### config.mk
export PLATFORM = sky130hd
export DESIGN_NAME = intr_class_arb
export DESIGN_NICKNAME = d
export VERILOG_FILES = /design/src/rtl/intr_arb_pkg.sv /design/src/rtl/intr_lvl_pick.sv /design/src/rtl/intr_evt_store.sv /design/src/rtl/intr_class_arb.sv
export SDC_FILE = /design/constraint.sdc
export NUM_CORES = 1
export LEC_CHECK = 0
export ABC_AREA = 1
export ABC_CLOCK_PERIOD_IN_PS = 2000
export CAP_MARGIN = 20
export CORE_ASPECT_RATIO = 0.75
export CORE_UTILIZATION = 35
export DETAILED_ROUTE_END_ITERATION = 7
export PLACE_DENSITY = 0.6
export RECOVER_POWER = 100
export SLEW_MARGIN = 10
export SYNTH_ARGS = -nofsm -noshare
export SYNTH_HDL_FRONTEND = slang
export SYNTH_SLANG_ARGS = --single-unit
### constraint.sdc
create_clock -name clk -period 2 [get_ports clk]
set_input_delay 0.3 -clock clk [delete_from_list [all_inputs] [get_ports clk]]
set_output_delay 0.3 -clock clk [all_outputs]
set_load 0.1 [all_outputs]
### src/rtl/intr_arb_pkg.sv
package intr_arb_pkg;
  typedef enum logic [1:0] {
    CLS_EXC  = 2'd0,
    CLS_EVT  = 2'd1,
    CLS_SWI  = 2'd2,
    CLS_TRAP = 2'd3
  } intr_cls_e;
endpackage

### src/rtl/intr_lvl_pick.sv
// Picks the eligible source with the highest level; the lower index wins a tie.
module intr_lvl_pick #(
  parameter int N  = 8,
  parameter int LW = 4,
  parameter int IW = 3
) (
  input  logic [N-1:0]    elig_i,
  input  logic [N*LW-1:0] lvls_i,
  output logic            found_o,
  output logic [IW-1:0]   idx_o,
  output logic [LW-1:0]   lvl_o
);
  always_comb begin
    found_o = 1'b0;
    idx_o   = '0;
    lvl_o   = '0;
    for (int i = 0; i < N; i++) begin
      if (elig_i[i] && (!found_o || (lvls_i[i*LW +: LW] > lvl_o))) begin
        found_o = 1'b1;
        idx_o   = IW'(i);
        lvl_o   = lvls_i[i*LW +: LW];
      end
    end
  end
endmodule

### src/rtl/intr_evt_store.sv
// Per-source event pending flag and software-written level.
module intr_evt_store #(
  parameter int N  = 8,
  parameter int LW = 4,
  parameter int IW = 3
) (
  input  logic          clk,
  input  logic          rst_n,
  input  logic [N-1:0]  set_i,
  input  logic [N-1:0]  clr_i,
  input  logic          wr_en_i,
  input  logic [IW-1:0] wr_idx_i,
  input  logic [LW-1:0] wr_lvl_i,
  output logic [N-1:0]  pend_o,
  output logic [N*LW-1:0] lvls_o
);
  for (genvar g = 0; g < N; g++) begin : g_src
    logic          pend_q, pend_d;
    logic [LW-1:0] lvl_q;
    logic          lvl_en;

    always_comb begin
      lvl_en = wr_en_i && (wr_idx_i == IW'(g));
      pend_d = set_i[g] | (pend_q & ~clr_i[g]);
    end

    always_ff @(posedge clk or negedge rst_n) begin
      if (!rst_n) begin
        pend_q <= 1'b0;
        lvl_q  <= '0;
      end else begin
        pend_q <= pend_d;
        if (lvl_en) lvl_q <= wr_lvl_i;
      end
    end

    assign pend_o[g]             = pend_q;
    assign lvls_o[g*LW +: LW]    = lvl_q;
  end
endmodule

### src/rtl/intr_class_arb.sv
module intr_class_arb
  import intr_arb_pkg::*;
#(
  parameter int N_EXC  = 4,
  parameter int N_EVT  = 8,
  parameter int N_SWI  = 7,
  parameter int PRI_W  = 4,
  parameter int TRAP_W = 4,
  localparam int EXC_IW = (N_EXC > 1) ? $clog2(N_EXC) : 1,
  localparam int EVT_IW = (N_EVT > 1) ? $clog2(N_EVT) : 1,
  localparam int SWI_IW = (N_SWI > 1) ? $clog2(N_SWI) : 1,
  localparam int MAX_A  = (EXC_IW > EVT_IW) ? EXC_IW : EVT_IW,
  localparam int MAX_B  = (SWI_IW > TRAP_W) ? SWI_IW : TRAP_W,
  localparam int IDX_W  = (MAX_A > MAX_B) ? MAX_A : MAX_B
) (
  input  logic              clk,
  input  logic              rst_n,
  input  logic [N_EXC-1:0]  exc_req_i,
  input  logic [N_EVT-1:0]  evt_set_i,
  input  logic              pri_wr_en_i,
  input  logic [EVT_IW-1:0] pri_wr_idx_i,
  input  logic [PRI_W-1:0]  pri_wr_lvl_i,
  input  logic              swi_wr_en_i,
  input  logic [N_SWI-1:0]  swi_wr_data_i,
  input  logic              trap_stb_i,
  input  logic [TRAP_W-1:0] trap_num_i,
  input  logic [PRI_W-1:0]  cur_pri_i,
  output logic              take_o,
  output logic [1:0]        cls_o,
  output logic [IDX_W-1:0]  vec_o,
  output logic [N_EVT-1:0]  evt_ack_o
);
  // reset: asserted asynchronously, released on a clock edge
  logic rst_m_q, rst_s_q;
  always_ff @(posedge clk or negedge rst_n) begin
    if (!rst_n) begin
      rst_m_q <= 1'b0;
      rst_s_q <= 1'b0;
    end else begin
      rst_m_q <= 1'b1;
      rst_s_q <= rst_m_q;
    end
  end

  logic [N_EVT-1:0]       evt_pend, evt_elig, ack_d;
  logic [N_EVT*PRI_W-1:0] evt_lvls;
  logic [N_SWI*PRI_W-1:0] swi_lvls;
  logic [N_SWI-1:0]       swi_q, swi_elig;
  logic                   evt_found, swi_found;
  logic [EVT_IW-1:0]      evt_idx;
  logic [SWI_IW-1:0]      swi_idx;
  logic [PRI_W-1:0]       evt_lvl, swi_lvl;

  intr_evt_store #(.N(N_EVT), .LW(PRI_W), .IW(EVT_IW)) evt_store_i (
    .clk(clk), .rst_n(rst_s_q), .set_i(evt_set_i), .clr_i(ack_d),
    .wr_en_i(pri_wr_en_i), .wr_idx_i(pri_wr_idx_i), .wr_lvl_i(pri_wr_lvl_i),
    .pend_o(evt_pend), .lvls_o(evt_lvls)
  );

  for (genvar g = 0; g < N_EVT; g++) begin : g_evt_el
    assign evt_elig[g] = evt_pend[g] && (evt_lvls[g*PRI_W +: PRI_W] > cur_pri_i);
  end

  for (genvar g = 0; g < N_SWI; g++) begin : g_swi_el
    assign swi_lvls[g*PRI_W +: PRI_W] = PRI_W'(g + 1);
    assign swi_elig[g] = swi_q[g] && (PRI_W'(g + 1) > cur_pri_i);
  end

  intr_lvl_pick #(.N(N_EVT), .LW(PRI_W), .IW(EVT_IW)) evt_pick_i (
    .elig_i(evt_elig), .lvls_i(evt_lvls),
    .found_o(evt_found), .idx_o(evt_idx), .lvl_o(evt_lvl)
  );

  intr_lvl_pick #(.N(N_SWI), .LW(PRI_W), .IW(SWI_IW)) swi_pick_i (
    .elig_i(swi_elig), .lvls_i(swi_lvls),
    .found_o(swi_found), .idx_o(swi_idx), .lvl_o(swi_lvl)
  );

  // lowest-index exception
  logic              exc_any;
  logic [EXC_IW-1:0] exc_idx;
  always_comb begin
    exc_any = |exc_req_i;
    exc_idx = '0;
    for (int i = N_EXC - 1; i >= 0; i--) begin
      if (exc_req_i[i]) exc_idx = EXC_IW'(i);
    end
  end

  // trap holding and class decision
  logic              trap_pend_q, trap_pend_d, trap_eff;
  logic [TRAP_W-1:0] trap_num_q, trap_num_d, trap_num_eff;
  logic              take_d;
  intr_cls_e         cls_d;
  logic [IDX_W-1:0]  vec_d;
  logic [N_SWI-1:0]  swi_d;
  logic              swi_en;

  always_comb begin
    trap_eff     = trap_stb_i | trap_pend_q;
    trap_num_eff = trap_stb_i ? trap_num_i : trap_num_q;
    take_d       = 1'b1;
    cls_d        = CLS_TRAP;
    vec_d        = IDX_W'(trap_num_eff);
    ack_d        = '0;
    if (exc_any) begin
      cls_d = CLS_EXC;
      vec_d = IDX_W'(exc_idx);
    end else if (evt_found) begin
      cls_d          = CLS_EVT;
      vec_d          = IDX_W'(evt_idx);
      ack_d[evt_idx] = 1'b1;
    end else if (swi_found) begin
      cls_d = CLS_SWI;
      vec_d = IDX_W'(swi_idx);
    end else if (!trap_eff) begin
      take_d = 1'b0;
      vec_d  = '0;
    end
    trap_pend_d = trap_eff && !(take_d && (cls_d == CLS_TRAP));
    trap_num_d  = trap_num_eff;
    swi_en      = swi_wr_en_i;
    swi_d       = swi_wr_data_i;
  end

  always_ff @(posedge clk or negedge rst_s_q) begin
    if (!rst_s_q) begin
      take_o      <= 1'b0;
      cls_o       <= 2'd0;
      vec_o       <= '0;
      evt_ack_o   <= '0;
      swi_q       <= '0;
      trap_pend_q <= 1'b0;
      trap_num_q  <= '0;
    end else begin
      take_o      <= take_d;
      cls_o       <= cls_d;
      vec_o       <= vec_d;
      evt_ack_o   <= ack_d;
      trap_pend_q <= trap_pend_d;
      trap_num_q  <= trap_num_d;
      if (swi_en) swi_q <= swi_d;
    end
  end
endmodule

-- Yosys cells after proc, flatten, opt, wreduce, memory -nomap -nowiden
Cells that the tools add are included.
- flip-flop bits (word level): 69
- bits of input ports: 39
- logic and storage cells: 217
- $lt $le $gt $ge: 30
- equality and inequality tests: 8
- multiplexer cells: 61
- bitwise operators: 25
- reduce and logical (&&, ||, !) cells: 68
- operators by type and width (kind ; number):
    4-bit greater-than comparator ; 15
    4-bit 2-to-1 mux ; 12
    1-bit logical AND ; 39
    3-bit 2-to-1 mux ; 10
    1-bit 2-to-1 mux ; 24
    2-bit 2-to-1 mux ; 12
    3-bit by 4-bit greater-than comparator with 1-bit output, first input constant ; 4
    8-bit 2-to-1 mux ; 2
    1-bit zero test ; 14
    1-bit logical OR ; 13
    3-bit == test, second input constant ; 4
    3-bit greater-than comparator, first input constant ; 3
    1-bit OR ; 9
    1-bit bitwise AND ; 8
    2-bit by 4-bit greater-than comparator with 1-bit output, first input constant ; 2
    1-bit NOT ; 8
    3-bit by 2-bit == test with 1-bit output, second input constant ; 2
    1-bit by 4-bit greater-than comparator with 1-bit output, first input constant ; 1
    3-bit by 4-bit less-than comparator with 1-bit output, second input constant ; 1
    4-bit OR reduction ; 1
    1-bit demux with 3-bit select ; 1
    3-bit by 1-bit == test with 1-bit output, second input constant ; 1
    3-bit by 1-bit >= comparator with 1-bit output, second input constant ; 1
    3-bit by 2-bit greater-than comparator with 1-bit output, first input constant ; 1
    other kinds (4) ; 4

-- Logic depth before layout (Yosys ltp)
Gate-level depths: netlist of the first run.
- depth in word-level cells: 40
- depth in mapped cells: 83
- gate-level depth less buffers: 82

-- By module
From an unflattened synthesis of the first run, not the netlist that was laid out.
- cells, all modules: 843
- area total of the unflattened synthesis: 5933.2 µm²
- by module, submodules not included (module ; times used ; cells an instance ; area an instance (µm²) ; sequential area each (µm²)):
    intr_class_arb ; 1 ; 233 ; 1921.8 ; 725.7
    intr_evt_store ; 1 ; 192 ; 1677.9 ; 1001.0
    intr_lvl_pick (evt_pick_i) ; 1 ; 227 ; 1255.0 ; 0.0
    intr_lvl_pick (swi_pick_i) ; 1 ; 191 ; 1078.5 ; 0.0

-- Worst setup path before layout of the first run
Ideal clock, no wire load.
- path kind: in2reg
- from: input port cur_pri_i[3]
- to: register evt_store_i.g_src[0].pend_q
- library setup time: 0.116 ns
- data arrival time: 8.277 ns
- data required time: 1.884 ns
- setup slack: -6.393 ns
- stages: 76
- path buffers: 1
- path through: inv_1 -> ha_1 -> nand2_1 -> o21ai_2 -> inv_2 -> nand2_4 -> nor2_1 -> inv_1 -> ha_1 -> inv_1 -> o21bai_1 -> nand2_1 -> nand2_1 -> nand2_1 -> nand2_1 -> nand2_2 -> inv_2 -> nand2_1 -> [40 not listed] -> nand2_1 -> nand2_2 -> buf_6 -> or2_0 -> nand2_1 -> ha_1 -> inv_1 -> nor2_1 -> o21bai_1 -> nand2_1 -> o21ai_0 -> nand2_1 -> nand2_4 -> nand3_2 -> nor2_1 -> nand2_1 -> nand2_1 -> nand2_1
- word-level cells in the longest chain between the ends: 40
- elaborated cells on any way between the ends: 76
- those cells by class: order compare: 17; mux: 26; bitwise: 3; reduce/logical: 30
- RTL lines (item ; RTL line ; source):
    start, declared ; intr_class_arb.sv:27 ; input logic [PRI_W-1:0] cur_pri_i,
    4-bit greater-than comparator ; intr_class_arb.sv:61 ; assign evt_elig[g] = evt_pend[g] && (evt_lvls[g*PRI_W +: PRI_W] > cur_pri_i);
    1-bit logical AND ; intr_class_arb.sv:61 ;
    4-bit 2-to-1 mux or 1-bit 2-to-1 mux (tied branches) ; intr_lvl_pick.sv:18 ; if (elig_i[i] && (!found_o || (lvls_i[i*LW +: LW] > lvl_o))) begin
    4-bit greater-than comparator or 1-bit zero test (tied branches) ; intr_lvl_pick.sv:18 ;
    1-bit logical OR ; intr_lvl_pick.sv:18 ;
    1-bit logical AND ; intr_lvl_pick.sv:18 ;
    4-bit 2-to-1 mux or 1-bit 2-to-1 mux (tied branches) ; intr_lvl_pick.sv:18 ;
    4-bit greater-than comparator or 1-bit zero test (tied branches) ; intr_lvl_pick.sv:18 ;
    [25 not listed] ; - ;
    1-bit 2-to-1 mux (implied by the code) ; intr_class_arb.sv:112 ; ack_d[evt_idx] = 1'b1;
    1-bit demux with 3-bit select ; intr_class_arb.sv:112 ;
    8-bit 2-to-1 mux (*) ; intr_class_arb.sv:109 ; end else if (evt_found) begin
    8-bit 2-to-1 mux (*) ; intr_class_arb.sv:106 ; if (exc_any) begin
    1-bit NOT (*) ; intr_evt_store.sv:24 ; pend_d = set_i[g] | (pend_q & ~clr_i[g]);
    1-bit bitwise AND (*) ; intr_evt_store.sv:24 ;
    1-bit OR (*) ; intr_evt_store.sv:24 ;
    named net evt_store_i.g_src[0].pend_d ; intr_evt_store.sv:18 ; logic pend_q, pend_d;
    end signal, assigned ; intr_evt_store.sv:32 ; pend_q <= pend_d;
    end, declared ; intr_evt_store.sv:18 ;
The timed path passes the listed nets; every way through them passes the cells marked *.
A chain may end at the register's enable or synchronous reset.

-- Worst setup path after layout of the first run
- from: register evt_store_i.g_src[0].lvl_q[3]
- to: register evt_store_i.g_src[0].pend_q
- word-level cells in the longest chain between the ends: 40
- elaborated cells on any way between the ends: 62
- those cells by class: order compare: 10; mux: 26; bitwise: 3; reduce/logical: 23
- RTL lines (item ; RTL line ; source):
    start, declared ; intr_evt_store.sv:19 ; logic [LW-1:0] lvl_q;
    start signal, assigned ; intr_evt_store.sv:33 ; if (lvl_en) lvl_q <= wr_lvl_i;
    4-bit greater-than comparator ; intr_class_arb.sv:61 ;
    1-bit logical AND ; intr_class_arb.sv:61 ;
    4-bit 2-to-1 mux or 1-bit 2-to-1 mux (tied branches) ; intr_lvl_pick.sv:18 ;
    4-bit greater-than comparator or 1-bit zero test (tied branches) ; intr_lvl_pick.sv:18 ;
    1-bit logical OR ; intr_lvl_pick.sv:18 ;
    1-bit logical AND ; intr_lvl_pick.sv:18 ;
    4-bit 2-to-1 mux or 1-bit 2-to-1 mux (tied branches) ; intr_lvl_pick.sv:18 ;
    4-bit greater-than comparator or 1-bit zero test (tied branches) ; intr_lvl_pick.sv:18 ;
    [25 not listed] ; - ;
    1-bit 2-to-1 mux (implied by the code) ; intr_class_arb.sv:112 ;
    1-bit demux with 3-bit select ; intr_class_arb.sv:112 ;
    8-bit 2-to-1 mux (*) ; intr_class_arb.sv:109 ;
    8-bit 2-to-1 mux (*) ; intr_class_arb.sv:106 ;
    1-bit NOT (*) ; intr_evt_store.sv:24 ;
    1-bit bitwise AND (*) ; intr_evt_store.sv:24 ;
    1-bit OR (*) ; intr_evt_store.sv:24 ;
    named net evt_store_i.g_src[0].pend_d ; intr_evt_store.sv:18 ;
Marked as above.

==> results of run 1 <==
[registers in the layout, indices dropped and copies added (netlist names)]
name                      flops
swi_q                         7
cls_o                         2
evt_ack_o                     8
trap_num_q                    4
rst_s_q                       1
evt_store_i.g_src.pend_q      8
vec_o                         4
trap_pend_q                   1
rst_m_q                       1
take_o                        1
evt_store_i.g_src.lvl_q      32
[final timing paths]
check                                                 to  slack [ps]
max reg2reg                  evt_store_i.g_src[0].pend_q       -7080
max                          evt_store_i.g_src[0].pend_q       -7080
min in group clk                                 rst_s_q         350
min reg2reg                                      rst_s_q         350
max in group asynchronous  evt_store_i.g_src[6].lvl_q[1]         370
min                                              rst_s_q         190
[worst max-delay path: cells and delay by family, from the launching register on]
| family | cells | cell delay [ps] |
|---|---|---|
| simple gates | 46 | 4540 |
| fa+ha+maj | 8 | 1930 |
| compound gates | 14 | 1550 |
| buf+inv | 8 | 520 |
| flops | 1 | 420 |
[report_power, final]
| part | internal, mW | switching [mW] | total [mW] |
|---|---|---|---|
| logic | 3.60 | 3.61 | 7.21 |
| registers | 1.57 | 0.175 | 1.74 |
| clock network | 1.24 | 0.683 | 1.92 |
| total | 6.41 | 4.46 | 10.9 |
[through the flow]
step | instance area [µm²] | power [mW]
2_1_floorplan | 4820 | 4.73
3_3_place_gp | 6410 | 6.59
3_5_place_dp | 6410 | 6.75
4_1_cts | 7240 | 9.91
5_1_grt | 7600 | 11.6
6_report | 7600 | 10.9
[routing by layer]
layer | track usage | part of all wire | up-vias
met5 | 0 | 0 | -
met4 | 0.0744 | 0.019 | 0
met2 | 0.375 | 0.46 | 105
met3 | 0.0418 | 0.042 | 26
met1 | 0.295 | 0.48 | 2246
li1 | - | - | 2433
[area by class of cell]
cell class	instances	area (µm²)	area share
clock buffers	9	225	0.0296
repair buffers	208	1650	0.217
inverters	92	357	0.0469
diodes	1	2.50	0.000329
multi-input cells	453	3290	0.433
well taps	171	214	0.0281
clock inverters	7	130	0.0171
flip-flops and latches	69	1730	0.227
[what timing repair did]
item                       in CTS  in global routing
hold endpoints to repair        0                  0
setup endpoints to repair      24                 24
buffers inserted               20                 18
gates cloned                    1                  0
pin swaps                      61                 60
resized for setup              70                 67
[synthesized netlist by cell type, drive strengths merged]
cell,count
a21boi,1
a21oi,32
a221oi,1
a41oi,1
and2,11
and3,1
buf,1
clkbuf,1
conb,1
dfrtp,69
ha,60
inv,92
mux2,2
mux2i,1
nand2,184
nand3,33
nand4,6
nor2,37
nor3,3
o211ai,2
o21a,3
o21ai,56
o21bai,6
o221ai,1
or2,10
[kinds of logic (layout without fill, tap and decap cells)]
group,after synthesis,count (layout),synth area share
AOI/OAI and AO/OA,103,103,0.120
adders and majority gates,60,60,0.158
buffers and inverters,94,316,0.0758
DFF,69,69,0.363
muxes,3,3,0.00684
other,1,2,0.000789
and+or+nand+nor,285,286,0.275
==> metrics, run 1 <==
outcome complete, but fails checks; failing checks negative setup slack; crit path launch type register; CTS tree built; Final TNS setup -134740 ps; CP endpoint kind register; Post-Synthesis Cells roughly 620; initial antenna violation count 0; Cell Area, Synth roughly 0.0048 mm²; ANT nets after route 0; Seq cells post-synth 69; area share of the largest cell type after synthesis 0.363; clk sink count between 60 and 70; Final Core Density 0.580; post-synth top area cell dfrtp_1; synth warn 0; Post-Syn Area per Cell 7.73 µm²; vias about 4800; dpl hpwl between 10000 and 15000 µm; CTS buffer count 9; net count after synthesis 714; Via-to-Cell Ratio 4.76; WL final 15300 µm; share of cells above drive strength 1 0.394; slowest CP cell dfrtp_1; Hold-fix buffers, CTS 0; CTS root buf clkbuf_16; R2R depth 76; top cells by area, synth dfrtp_1, ha_1, nand2_1; final hold slack 188 ps; First-pass DRT Iterations 4; most frequent cells in the layout buf_4, nand2_1, inv_1; clk_lat worst skew 340 ps; Port Buf Inserts 53; Worst-Margin Slew around 920 ps; WL per Instance between 15 and 20 µm; fin cells around 1000; final setup margin -7080 ps; fillcell total 1123; static leakage 3.94 nW; sequential-to-total area share from yosys stat 0.363; initial core utilization 0.363; Hold Fails Final Rpt 0; unique cell type count in the Yosys netlist 39; max cap viols 0; Peak VDD IR 0.683 mV; die width between 100 and 150 µm; Congestion Overflow GR 0; worst-path maximum fanout 8; RSZ-0062 raised after global routing yes; IO Pins 54; placed insts 955; first-pass GRT wire length between 20000 and 25000 µm; die height a little over 100 µm; Nets 932; crit path kind register to register; total track usage 0.225; RR Startpoint evt_store_i.g_src[0].lvl_q[3]; Crit path top cell by count nand2_1; clock transition at the registers of the reported paths roughly 60 ps; H-tree depth 3; vias in the first global route around 4700; synthesis-to-finish area growth 59.8%; DR DRC count 0; worst slack, placed -7430 ps; fin crit period between 9000 and 10000 ps; 1st-iter DRT viols between 200 and 250; slew margin rel. 0.387; CP peak stage delay 420 ps; final setup skew ~7.1 ps; Row Count 36; largest net degree at the start of global routing 47; GPL Wtd Cong 0.907; fin. max-slew vios 0; Pwr Density 1430 mW/mm²; Max Freq 110 MHz; Critical Path AT roughly 9300 ps; worst setup path start evt_store_i.g_src[0].lvl_q[3]; CP Data Required Time 2240 ps; CTS Buffer Depth 2; most common cell after layout, fill and taps aside buf_4; final setup violation count 24; die area 0.0141 mm²; fin crit share 4.54; Hold/Removal Path Class primary input to asynchronous set/reset pin; Core ar. approximately 0.013 mm²
Note: power is estimated with default switching activity, not from simulation.
==> inputs of run 2 (changes only) <==
- CORE_MARGIN: default -> 4
- DONT_BUFFER_PORTS: default -> 1
- PLACE_DENSITY: 0.6 -> 0.55
==> metrics, run 2 (synthesized netlist as in run 1, its figures left out) <==
outcome complete, but fails checks (unchanged); failing checks negative setup slack (unchanged); clk_lat worst skew 340 ps (about the same); CTS Buffer Depth 2 (unchanged); CTS root buf clkbuf_16 (unchanged); Hold Fails Final Rpt 0 (unchanged); crit path kind register to register (unchanged); final setup margin -6790 ps (was -7080 ps); fin. max-slew vios 0 (unchanged); final setup violation count 24 (unchanged); H-tree depth 3 (unchanged); Port Buf Inserts 0 (was 53); CP Capture Point evt_store_i.g_src[0].pend_q (unchanged); Core ar. 0.0132 mm² (was 0.0131 mm²); fin crit period 8790 ps (was 9080 ps); share of cells above drive strength 1 0.402 (was 0.394); IO Pins 54 (unchanged); RSZ-0062 raised after global routing yes (unchanged); initial antenna violation count 0 (unchanged); CP endpoint kind register (unchanged); total power 10.8 mW (was 10.9 mW); terminus of the critical flop-to-flop path evt_store_i.g_src[0].pend_q (unchanged); 1st-iter DRT viols 222 (was 238); RR Startpoint evt_store_i.g_src[0].lvl_q[1] (was evt_store_i.g_src[0].lvl_q[3]); initial core utilization 0.362 (was 0.363); most frequent cells in the layout nand2_1, buf_4, inv_1 (was buf_4, nand2_1, inv_1); max reg flops 32 (unchanged); vias in the first global route 4707 (was 4741); fin crit share 4.40 (was 4.54); vias 4759 (was 4810); R2R setup slack -6790 ps (was -7080 ps); R2R depth 76 (unchanged); Finished Cell Area 0.00714 mm² (was 0.00760 mm²); First-pass DRT Iterations 4 (unchanged); CP Data Required Time 2230 ps (was 2240 ps); CTS tree built (unchanged); Max Freq 114 MHz (was 110 MHz); Top reg by flops evt_store_i.g_src.lvl_q (unchanged); placed instance area 0.00603 mm² (was 0.00641 mm²); die width 143 µm (was 137 µm); WL per Instance 16.3 µm (was 15.2 µm); Nets 896 (was 932); most common cell after layout, fill and taps aside nand2_1 (was buf_4); CP peak stage delay 410 ps (was 420 ps); worst-path maximum fanout 8 (unchanged); GPL Wtd Cong 0.890 (was 0.907); slew margin rel. 0.389 (was 0.387); DR DRC count 0 (unchanged); static leakage 3.72 nW (was 3.94 nW); die height 109 µm (was 103 µm); dpl hpwl 11000 µm (was 10700 µm); crit path launch type register (unchanged); Crit path top cell by count nand2_2 (was nand2_1); final setup skew 5.93 ps (was 7.14 ps); worst setup path start evt_store_i.g_src[0].lvl_q[1] (was evt_store_i.g_src[0].lvl_q[3]); Pwr Density 1520 mW/mm² (was 1430 mW/mm²); Peak VDD IR 0.647 mV (was 0.683 mV); clock transition at the registers of the reported paths 60 ps (about the same); total track usage 0.204 (was 0.225); Congestion Overflow GR 0 (unchanged); clk sink count 69 (unchanged); Via-to-Cell Ratio 4.89 (was 4.76); slowest CP cell dfrtp_1 (unchanged); WL final 15900 µm (was 15300 µm); largest net degree at the start of global routing 48 (was 47); biggest regs evt_store_i.g_src.lvl_q (32), evt_ack_o (8), evt_store_i.g_src.pend_q (8) (unchanged); Critical Path AT 9030 ps (was 9320 ps); synthesis-to-finish area growth 50.2% (was 59.8%); ANT nets after route 0 (unchanged); first-pass GRT wire length 24200 µm (was 23800 µm); CTS buffer count 9 (unchanged); Worst-Margin Slew 917 ps (was 920 ps); Row Count 36 (unchanged); Hold/Removal Path Class primary input to register (was primary input to asynchronous set/reset pin); max cap viols 0 (unchanged); die area 0.0155 mm² (was 0.0141 mm²)
==> run 2: final cells by class <==
cell class                      count  area [µm²]
Antenna cell                        1        2.50
Clock buffer                       10         239
Clock inverter                      5        85.1
Fill cell                        1199        6010
Inverter                           92         359
Multi-Input combinational cell    452        3280
Sequential cell                    69        1730
Tap cell                          171         214
Timing Repair Buffer              173        1230
==> run 2: what timing repair did <==
| action | 4_1_cts | 5_1_grt |
|---|---|---|
| setup buffers | 36 | 3 |
| setup endpoints to repair | 24 | 24 |
| hold buffers | 1 | 0 |
| endpoints found under the hold margin | 2 | 0 |
| pin swaps | 62 | 49 |
| resized for setup | 66 | 54 |
==> run 2: routing by layer <==
metal,vias to the layer above,part of all wire,track usage
li1,2359,-,-
met1,2249,0.45,0.273
met2,124,0.47,0.335
met3,27,0.058,0.0408
met4,0,0.021,0.0583
met5,-,0,0
==> run 2: power breakdown <==
part / leakage (nW) / internal [mW] / switching (mW) / total (mW)
sequential: 0.833 / 1.57 / 0.171 / 1.74
combinational: 2.73 / 3.62 / 3.69 / 7.31
clock: 0.155 / 1.12 / 0.652 / 1.77
total: 3.72 / 6.31 / 4.51 / 10.8
==> run 2: worst min path at each step <==
stage,from,end,slack (ps),depth (start not counted)
after floorplan,rst_n,rst_m_q,4,0
after global placement,rst_n,rst_m_q,4,0
after detailed placement,rst_n,rst_s_q,4,0
after CTS,swi_wr_en_i,swi_q[2],50,1
after global routing,swi_wr_en_i,swi_q[2],60,1
final,swi_wr_en_i,swi_q[2],60,1
==> run 2: critical path: cells and delay by family (launching register included) <==
family,cells,cell delay [ps]
adder cells (fa/ha/maj),7,1760
AO/OA/AOI/OAI,10,1010
AND/OR/NAND/NOR,45,4100
buffers and inverters,14,1370
flip-flops,1,410
==> run 2: through the flow <==
step | worst slack (ps) | utilization | hold WS [ps] | std cells | setup TNS, ps
6_report | -6790 | 0.543 | 58.4 | 973 | -128610
2_1_floorplan | -6310 | - | 4.41 | 615 | -117650
5_1_grt | -7330 | 0.543 | 56.8 | 972 | -139390
3_5_place_dp | -6920 | 0.458 | 4.46 | 917 | -131460
3_3_place_gp | -6580 | 0.458 | 4.46 | 917 | -124710
4_1_cts | -6610 | 0.530 | 49.5 | 969 | -125050
